## src/rtl/pwm_fade_pkg.sv

```systemverilog
package pwm_fade_pkg;
  localparam int FIELD_W = 10;

  // Field order follows bit position, MSB first
  typedef struct packed {
    logic               start;
    logic               dir_up;
    logic [FIELD_W-1:0] count;
    logic [FIELD_W-1:0] interval;
    logic [FIELD_W-1:0] size;
  } fade_cfg_t;

  localparam logic [31:0] CFG_RESET = 32'h4000_0000;
endpackage

```

## src/rtl/pwm_period_ctr.sv

```systemverilog
module pwm_period_ctr #(
  parameter int W = 10
) (
  input  logic         clk,
  input  logic         rst_n,
  output logic [W-1:0] cnt,
  output logic         wrap
);
  localparam logic [W-1:0] ONE = {{(W-1){1'b0}}, 1'b1};

  always_ff @(posedge clk or negedge rst_n) begin
    if (!rst_n) cnt <= '0;
    else        cnt <= cnt + ONE;
  end

  assign wrap = &cnt;
endmodule

```

## src/rtl/pwm_ramp_ctrl.sv

```systemverilog
module pwm_ramp_ctrl
  import pwm_fade_pkg::*;
(
  input  logic               clk,
  input  logic               rst_n,
  input  logic               start,
  input  fade_cfg_t          cfg,
  input  logic               wrap,
  output logic               step_en,
  output logic               step_up,
  output logic [FIELD_W-1:0] step_size,
  output logic               running,
  output logic               done
);
  localparam logic [FIELD_W-1:0] ONE = {{(FIELD_W-1){1'b0}}, 1'b1};
  localparam fade_cfg_t RST_CFG = fade_cfg_t'(CFG_RESET);

  logic [FIELD_W-1:0] ivl_q;
  logic [FIELD_W-1:0] per_q;
  logic [FIELD_W-1:0] left_q;
  logic               last_per;

  assign last_per = (per_q == ivl_q - ONE);
  assign step_en  = running && wrap && last_per && !start;

  always_ff @(posedge clk or negedge rst_n) begin
    if (!rst_n) begin
      running   <= 1'b0;
      ivl_q     <= ONE;
      per_q     <= '0;
      left_q    <= '0;
      step_up   <= RST_CFG.dir_up;
      step_size <= '0;
      done      <= 1'b0;
    end else begin
      done <= 1'b0;
      if (start) begin
        running   <= (cfg.count != '0);
        ivl_q     <= (cfg.interval == '0) ? ONE : cfg.interval;
        per_q     <= '0;
        left_q    <= cfg.count;
        step_up   <= cfg.dir_up;
        step_size <= cfg.size;
        done      <= (cfg.count == '0);
      end else if (running && wrap) begin
        if (last_per) begin
          per_q  <= '0;
          left_q <= left_q - ONE;
          if (left_q == ONE) begin
            running <= 1'b0;
            done    <= 1'b1;
          end
        end else begin
          per_q <= per_q + ONE;
        end
      end
    end
  end
endmodule

```

## src/rtl/pwm_duty_unit.sv

```systemverilog
module pwm_duty_unit
  import pwm_fade_pkg::*;
#(
  parameter int DUTY_W = 10
) (
  input  logic               clk,
  input  logic               rst_n,
  input  logic               wr_en,
  input  logic [DUTY_W-1:0]  wr_val,
  input  logic               wrap,
  input  logic               step_en,
  input  logic               step_up,
  input  logic [FIELD_W-1:0] step_size,
  output logic [DUTY_W-1:0]  duty,
  output logic               direct_load
);
  localparam int SW = ((DUTY_W > FIELD_W) ? DUTY_W : FIELD_W) + 1;
  localparam logic [SW-1:0] FULL = {{(SW-DUTY_W){1'b0}}, {DUTY_W{1'b1}}};

  logic [SW-1:0]     ext_duty, ext_size, sum, stepped;
  logic              pend_q;
  logic [DUTY_W-1:0] pend_val_q;
  logic              have_wr;
  logic [DUTY_W-1:0] wr_pick;

  assign ext_duty = {{(SW-DUTY_W){1'b0}}, duty};
  assign ext_size = {{(SW-FIELD_W){1'b0}}, step_size};
  assign sum      = ext_duty + ext_size;

  always_comb begin
    if (step_up) stepped = (sum > FULL) ? FULL : sum;
    else         stepped = (ext_size > ext_duty) ? '0 : (ext_duty - ext_size);
  end

  assign have_wr     = wr_en || pend_q;
  assign wr_pick     = wr_en ? wr_val : pend_val_q;
  assign direct_load = wrap && have_wr;

  always_ff @(posedge clk or negedge rst_n) begin
    if (!rst_n) begin
      duty       <= '0;
      pend_q     <= 1'b0;
      pend_val_q <= '0;
    end else if (wrap) begin
      pend_q <= 1'b0;
      if (have_wr)      duty <= wr_pick;
      else if (step_en) duty <= stepped[DUTY_W-1:0];
    end else if (wr_en) begin
      pend_q     <= 1'b1;
      pend_val_q <= wr_val;
    end
  end
endmodule

```

## src/rtl/pwm_fade_engine.sv

```systemverilog
module pwm_fade_engine
  import pwm_fade_pkg::*;
#(
  parameter int DUTY_W = 10
) (
  input  logic              clk,
  input  logic              rst_n,
  input  logic              cfg_we,
  input  logic [31:0]       cfg_wdata,
  input  logic              duty_we,
  input  logic [DUTY_W-1:0] duty_wdata,
  output logic              pwm_out,
  output logic [DUTY_W-1:0] duty_now,
  output logic              ramp_done
);
  fade_cfg_t          cfg_w;
  logic               start_w;
  logic [DUTY_W-1:0]  cnt_w;
  logic               wrap_w;
  logic               step_en_w, step_up_w, running_w, direct_load_w;
  logic [FIELD_W-1:0] step_size_w;

  assign cfg_w   = fade_cfg_t'(cfg_wdata);
  assign start_w = cfg_we && cfg_w.start;

  pwm_period_ctr #(.W(DUTY_W)) u_ctr (
    .clk  (clk),
    .rst_n(rst_n),
    .cnt  (cnt_w),
    .wrap (wrap_w)
  );

  pwm_ramp_ctrl u_ramp (
    .clk      (clk),
    .rst_n    (rst_n),
    .start    (start_w),
    .cfg      (cfg_w),
    .wrap     (wrap_w),
    .step_en  (step_en_w),
    .step_up  (step_up_w),
    .step_size(step_size_w),
    .running  (running_w),
    .done     (ramp_done)
  );

  pwm_duty_unit #(.DUTY_W(DUTY_W)) u_duty (
    .clk        (clk),
    .rst_n      (rst_n),
    .wr_en      (duty_we),
    .wr_val     (duty_wdata),
    .wrap       (wrap_w),
    .step_en    (step_en_w),
    .step_up    (step_up_w),
    .step_size  (step_size_w),
    .duty       (duty_now),
    .direct_load(direct_load_w)
  );

  assign pwm_out = (cnt_w < duty_now);
endmodule

```

## config.mk

```make
export PLATFORM = sky130hd
export DESIGN_NAME = pwm_fade_engine
export DESIGN_NICKNAME = d
export VERILOG_FILES = /design/src/rtl/pwm_fade_pkg.sv /design/src/rtl/pwm_period_ctr.sv /design/src/rtl/pwm_ramp_ctrl.sv /design/src/rtl/pwm_duty_unit.sv /design/src/rtl/pwm_fade_engine.sv
export SDC_FILE = /design/constraint.sdc
export NUM_CORES = 1
export LEC_CHECK = 0
export ABC_AREA = 1
export BUFFER_PORTS_ARGS = -buffer_cell sky130_fd_sc_hd__buf_2
export CAP_MARGIN = 20
export CORE_MARGIN = 2
export CORE_UTILIZATION = 45
export DETAILED_ROUTE_END_ITERATION = 10
export PLACE_DENSITY_LB_ADDON = 0.3
export SETUP_SLACK_MARGIN = 0.15
export SLEW_MARGIN = 20
export SYNTH_ARGS = -nofsm -noshare
export SYNTH_HDL_FRONTEND = slang
export SYNTH_SLANG_ARGS = --single-unit
```

## constraint.sdc

```tcl
create_clock -name clk -period 2.77 [get_ports clk]
set_input_delay 0.554 -clock clk [delete_from_list [all_inputs] [get_ports clk]]
set_output_delay 0.554 -clock clk [all_outputs]
set_load 0.1 [all_outputs]
```

==> summary.txt <==
Run status
  – Status: complete, no violations

Floorplanning
  – Initial Util: 0.457
  – Die height: 114 µm
  – Row count: 40
  – Die width: 114 µm
  – I/O pins: 58
  – Core Footprint: 11900 µm²
  – Full die area: 12900 µm²

Clock network
  – Clock root cell: clkbuf_16
  – Clock transition at path regs: 0.06 ns
  – Clock latency on the worst-skew pair: 0.35 ns
  – Clk sinks: 74
  – CTS tree: yes
  – Cts bufs inserted: 9
  – Longest Clk Path Bufs: 2
  – Clock H-tree levels: 3

Yosys
  – Unique masters post-synth: 39
  – Top cells by area, synth: dfrtp_1 (33%), nand2_1 (17%), ha_1 (7.8%)
  – Register area share after synthesis: 0.342
  – Syn nets: 867
  – Largest area contributor in the netlist: dfrtp_1
  – Yosys warning count: 0
  – Synth Flop Type: dfrtp_1
  – Average size of a mapped cell: 6.91 µm²
  – Synth top area share: 0.332
  – Synthesized area: 5420 µm²
  – Post-synth EDFFs: 0
  – FF+latch count, synth: 74
  – Ys async rst share: 1.00
  – Post-Syn Instances: 785

Routing
  – Drt pass-1 iters: 5
  – Drt initial violations: 413
  – Routed Antenna Nets: 0
  – Via Count: 5013
  – Avg Vias per Cell: 5.05
  – Total Routed Length: 13500 µm
  – Routed WL per cell: 13.6 µm
  – Remaining DRCs: 0

Critical path
  – Cell Chain, Critical Path: inv_2, ha_4, nand2_1, nor2_4, nand4_1, nor2_2, a211oi_4, buf_6
  – Setup CP Type: reg -> out
  – Crit path buf inv count: 2
  – Reg2Reg Depth: 15
  – CP required: 2.22 ns
  – CP Capture Type: output port
  – Critical Path Stages: 8
  – Largest delay share family, worst path: flip-flops
  – Startpoint Class: flip-flop
  – Worst path max stage delay: 0.52 ns
  – CP arrival: 1.93 ns
  – Critical R2R Capture: u_duty.duty[8]$_DFFE_PN0P_
  – Reg2Reg Setup Slack: 0.40 ns
  – Slowest cell on crit path: dfrtp_4
  – CP Max Fanout: 5
  – RR Startpoint: u_duty.duty[0]$_DFFE_PN0P_

STA
  – Max transition margin: 0.466
  – Final count of negative-setup-slack endpoints: 0
  – Final Critical Period: 2.48 ns
  – Fin Setup TNS: 0 ns
  – RSZ-0062 raised after global routing: false
  – Clock Skews: 0.0112 ns
  – Final period utilization: 0.895
  – Max Fclk: 403 MHz
  – Final slew viol count: 0
  – Fin. Hold Viols: 0
  – Slew of the pin with the lowest slew margin: 0.798 ns

Pwr
  – Pwr Total: 3.21 mW
  – LEAKAGE: 3.27 nW
  – VDD IR max: 0.284 mV
  – Power Density: 509 nW/µm²

Layout
  – Final #Nets: 922
  – Area growth from synthesis to layout: 16.5%
  – Reg area: 1890 µm²
  – Share of layout cells above drive strength 1: 0.164
  – Antenna Cells: 0
  – Area of the multi-input gates: 3130 µm²
  – Finished Core Util: 0.533
  – Fillers: 1162

Global route
  – Vias in the first global route: 4796
  – Total global routing overflow: 0
  – Initial antenna violation count: 0
  – GRT Util Overall: 0.222
  – First-pass GRT wire length: 22600 µm
  – Largest net degree at the start of global routing: 62

Place
  – Dpl hpwl: 10500 µm
  – GPL Wtd Cong: 0.954
  – Port bufs: 57

Job
  – Max-cap violations: 0

Hold path
  – Worst Hold Class: in -> async
cell families after synthesis:
logic type / Yosys count / synth area share
multiplexers: 1 / 0.00185
buffers and inverters: 136 / 0.0985
AND/OR/NAND/NOR: 393 / 0.306
AO/OA/AOI/OAI: 111 / 0.109
flip-flops: 74 / 0.342
XOR/XNOR: 34 / 0.0563
adder cells (fa/ha/maj): 36 / 0.0859
power by group:
| part | internal (mW) | switching [mW] | total [mW] |
|---|---|---|---|
| registers | 1.18 | 0.0961 | 1.27 |
| clock network | 0.811 | 0.471 | 1.28 |
| logic | 0.248 | 0.412 | 0.660 |
worst reg2reg max path: stages, from the launching register on:
cell	delay (ns)
dfrtp_2	0.41
ha_1	0.25
inv_1	0.07
fa_1	0.45
nor2_1	0.13
o21ai_0	0.11
nand2_1	0.13
nand3_1	0.15
nand2_1	0.12
nand2_1	0.06
nand3_1	0.06
nand3_1	0.08
nand2_1	0.07
inv_1	0.05
nand3_1	0.07
nand2_1	0.06
sequential cells by signal, summed over array words and instances (netlist names):
signal	cells
u_ramp.left_q	10
u_ramp.ivl_q	10
u_ramp.step_size	10
u_ctr.cnt	10
u_ramp.step_up	1
u_duty.duty	10
u_ramp.done	1
u_duty.pend_q	1
u_ramp.per_q	10
u_ramp.running	1
u_duty.pend_val_q	10
cell usage after synthesis (2+ instances only):
library cell  instances
nand2_1             248
inv_1               105
dfrtp_1              72
o21ai_0              67
nand3_1              55
nor2_1               49
ha_1                 34
xor2_1               26
a21oi_1              24
clkbuf_1             14
nand4_1              12
inv_2                 7
nor3_1                7
o22ai_1               7
xnor2_1               7
buf_2                 6
nand2_2               5
nor2_2                4
o21ai_1               4
nand3_2               3
nor4_1                3
or2_2                 3
buf_6                 2
dfstp_2               2
fa_1                  2
o21a_1                2
o21ai_2               2
o21bai_1              2
layout make-up:
type | instances | area share
flip-flops and latches | 74 | 0.299
well taps | 147 | 0.0291
multi-input cells | 575 | 0.496
clock buffers | 11 | 0.0384
inverters | 113 | 0.0671
repair buffers | 67 | 0.0584
clock inverters | 5 | 0.0123
placed cells by master (no fill, tap or decap), types with 5 or more instances in the layout:
cell type  instances
a21oi_1           23
buf_2             55
buf_4             11
clkbuf_16          9
dfrtp_1           62
dfrtp_4            9
ha_1              29
ha_4               5
inv_1             97
inv_2             15
nand2_1          248
nand3_1           55
nand4_1           12
nor2_1            47
nor2_2             5
nor3_1             7
o21ai_0           66
o21ai_1            5
o22ai_1            7
xnor2_1            7
xor2_1            26
what timing repair did:
action                     in CTS  in global routing
gates cloned                    0                  0
hold buffers                    0                  0
resized for setup               1                  4
setup endpoints to repair       1                 11
buffers inserted                0                  0
worst max path at each step:
stage                                      startpoint  slack [ns]                    endpoint
after floorplan            u_duty.duty[4]$_DFFE_PN0P_        0.15                     pwm_out
after global placement    u_ramp.ivl_q[0]$_DFFE_PN1P_        0.28  u_duty.duty[2]$_DFFE_PN0P_
after detailed placement  u_ramp.ivl_q[0]$_DFFE_PN1P_        0.30  u_duty.duty[3]$_DFFE_PN0P_
after CTS                  u_duty.duty[9]$_DFFE_PN0P_        0.23                     pwm_out
after global routing      u_ramp.ivl_q[0]$_DFFE_PN1P_        0.16  u_duty.duty[8]$_DFFE_PN0P_
final                      u_duty.duty[9]$_DFFE_PN0P_        0.29                     pwm_out
routing by layer:
layer,part of all wire,global-route usage
met1,0.47,0.303
met2,0.45,0.349
met3,0.056,0.0430
met4,0.024,0.0919
met5,0,0
per-stage QoR:
step | setup WS [ns] | instance area [µm²] | hold WS [ns] | std cells
6_report | 0.290 | 6320 | 0.280 | 992
5_1_grt | 0.159 | 6320 | 0.349 | 992
4_1_cts | 0.232 | 6300 | 0.318 | 992
3_5_place_dp | 0.298 | 5980 | 0.485 | 976
3_3_place_gp | 0.279 | 5980 | 0.487 | 976
2_1_floorplan | 0.154 | 5540 | 0.258 | 785
No activity file was read; power rests on OpenSTA's default activity.
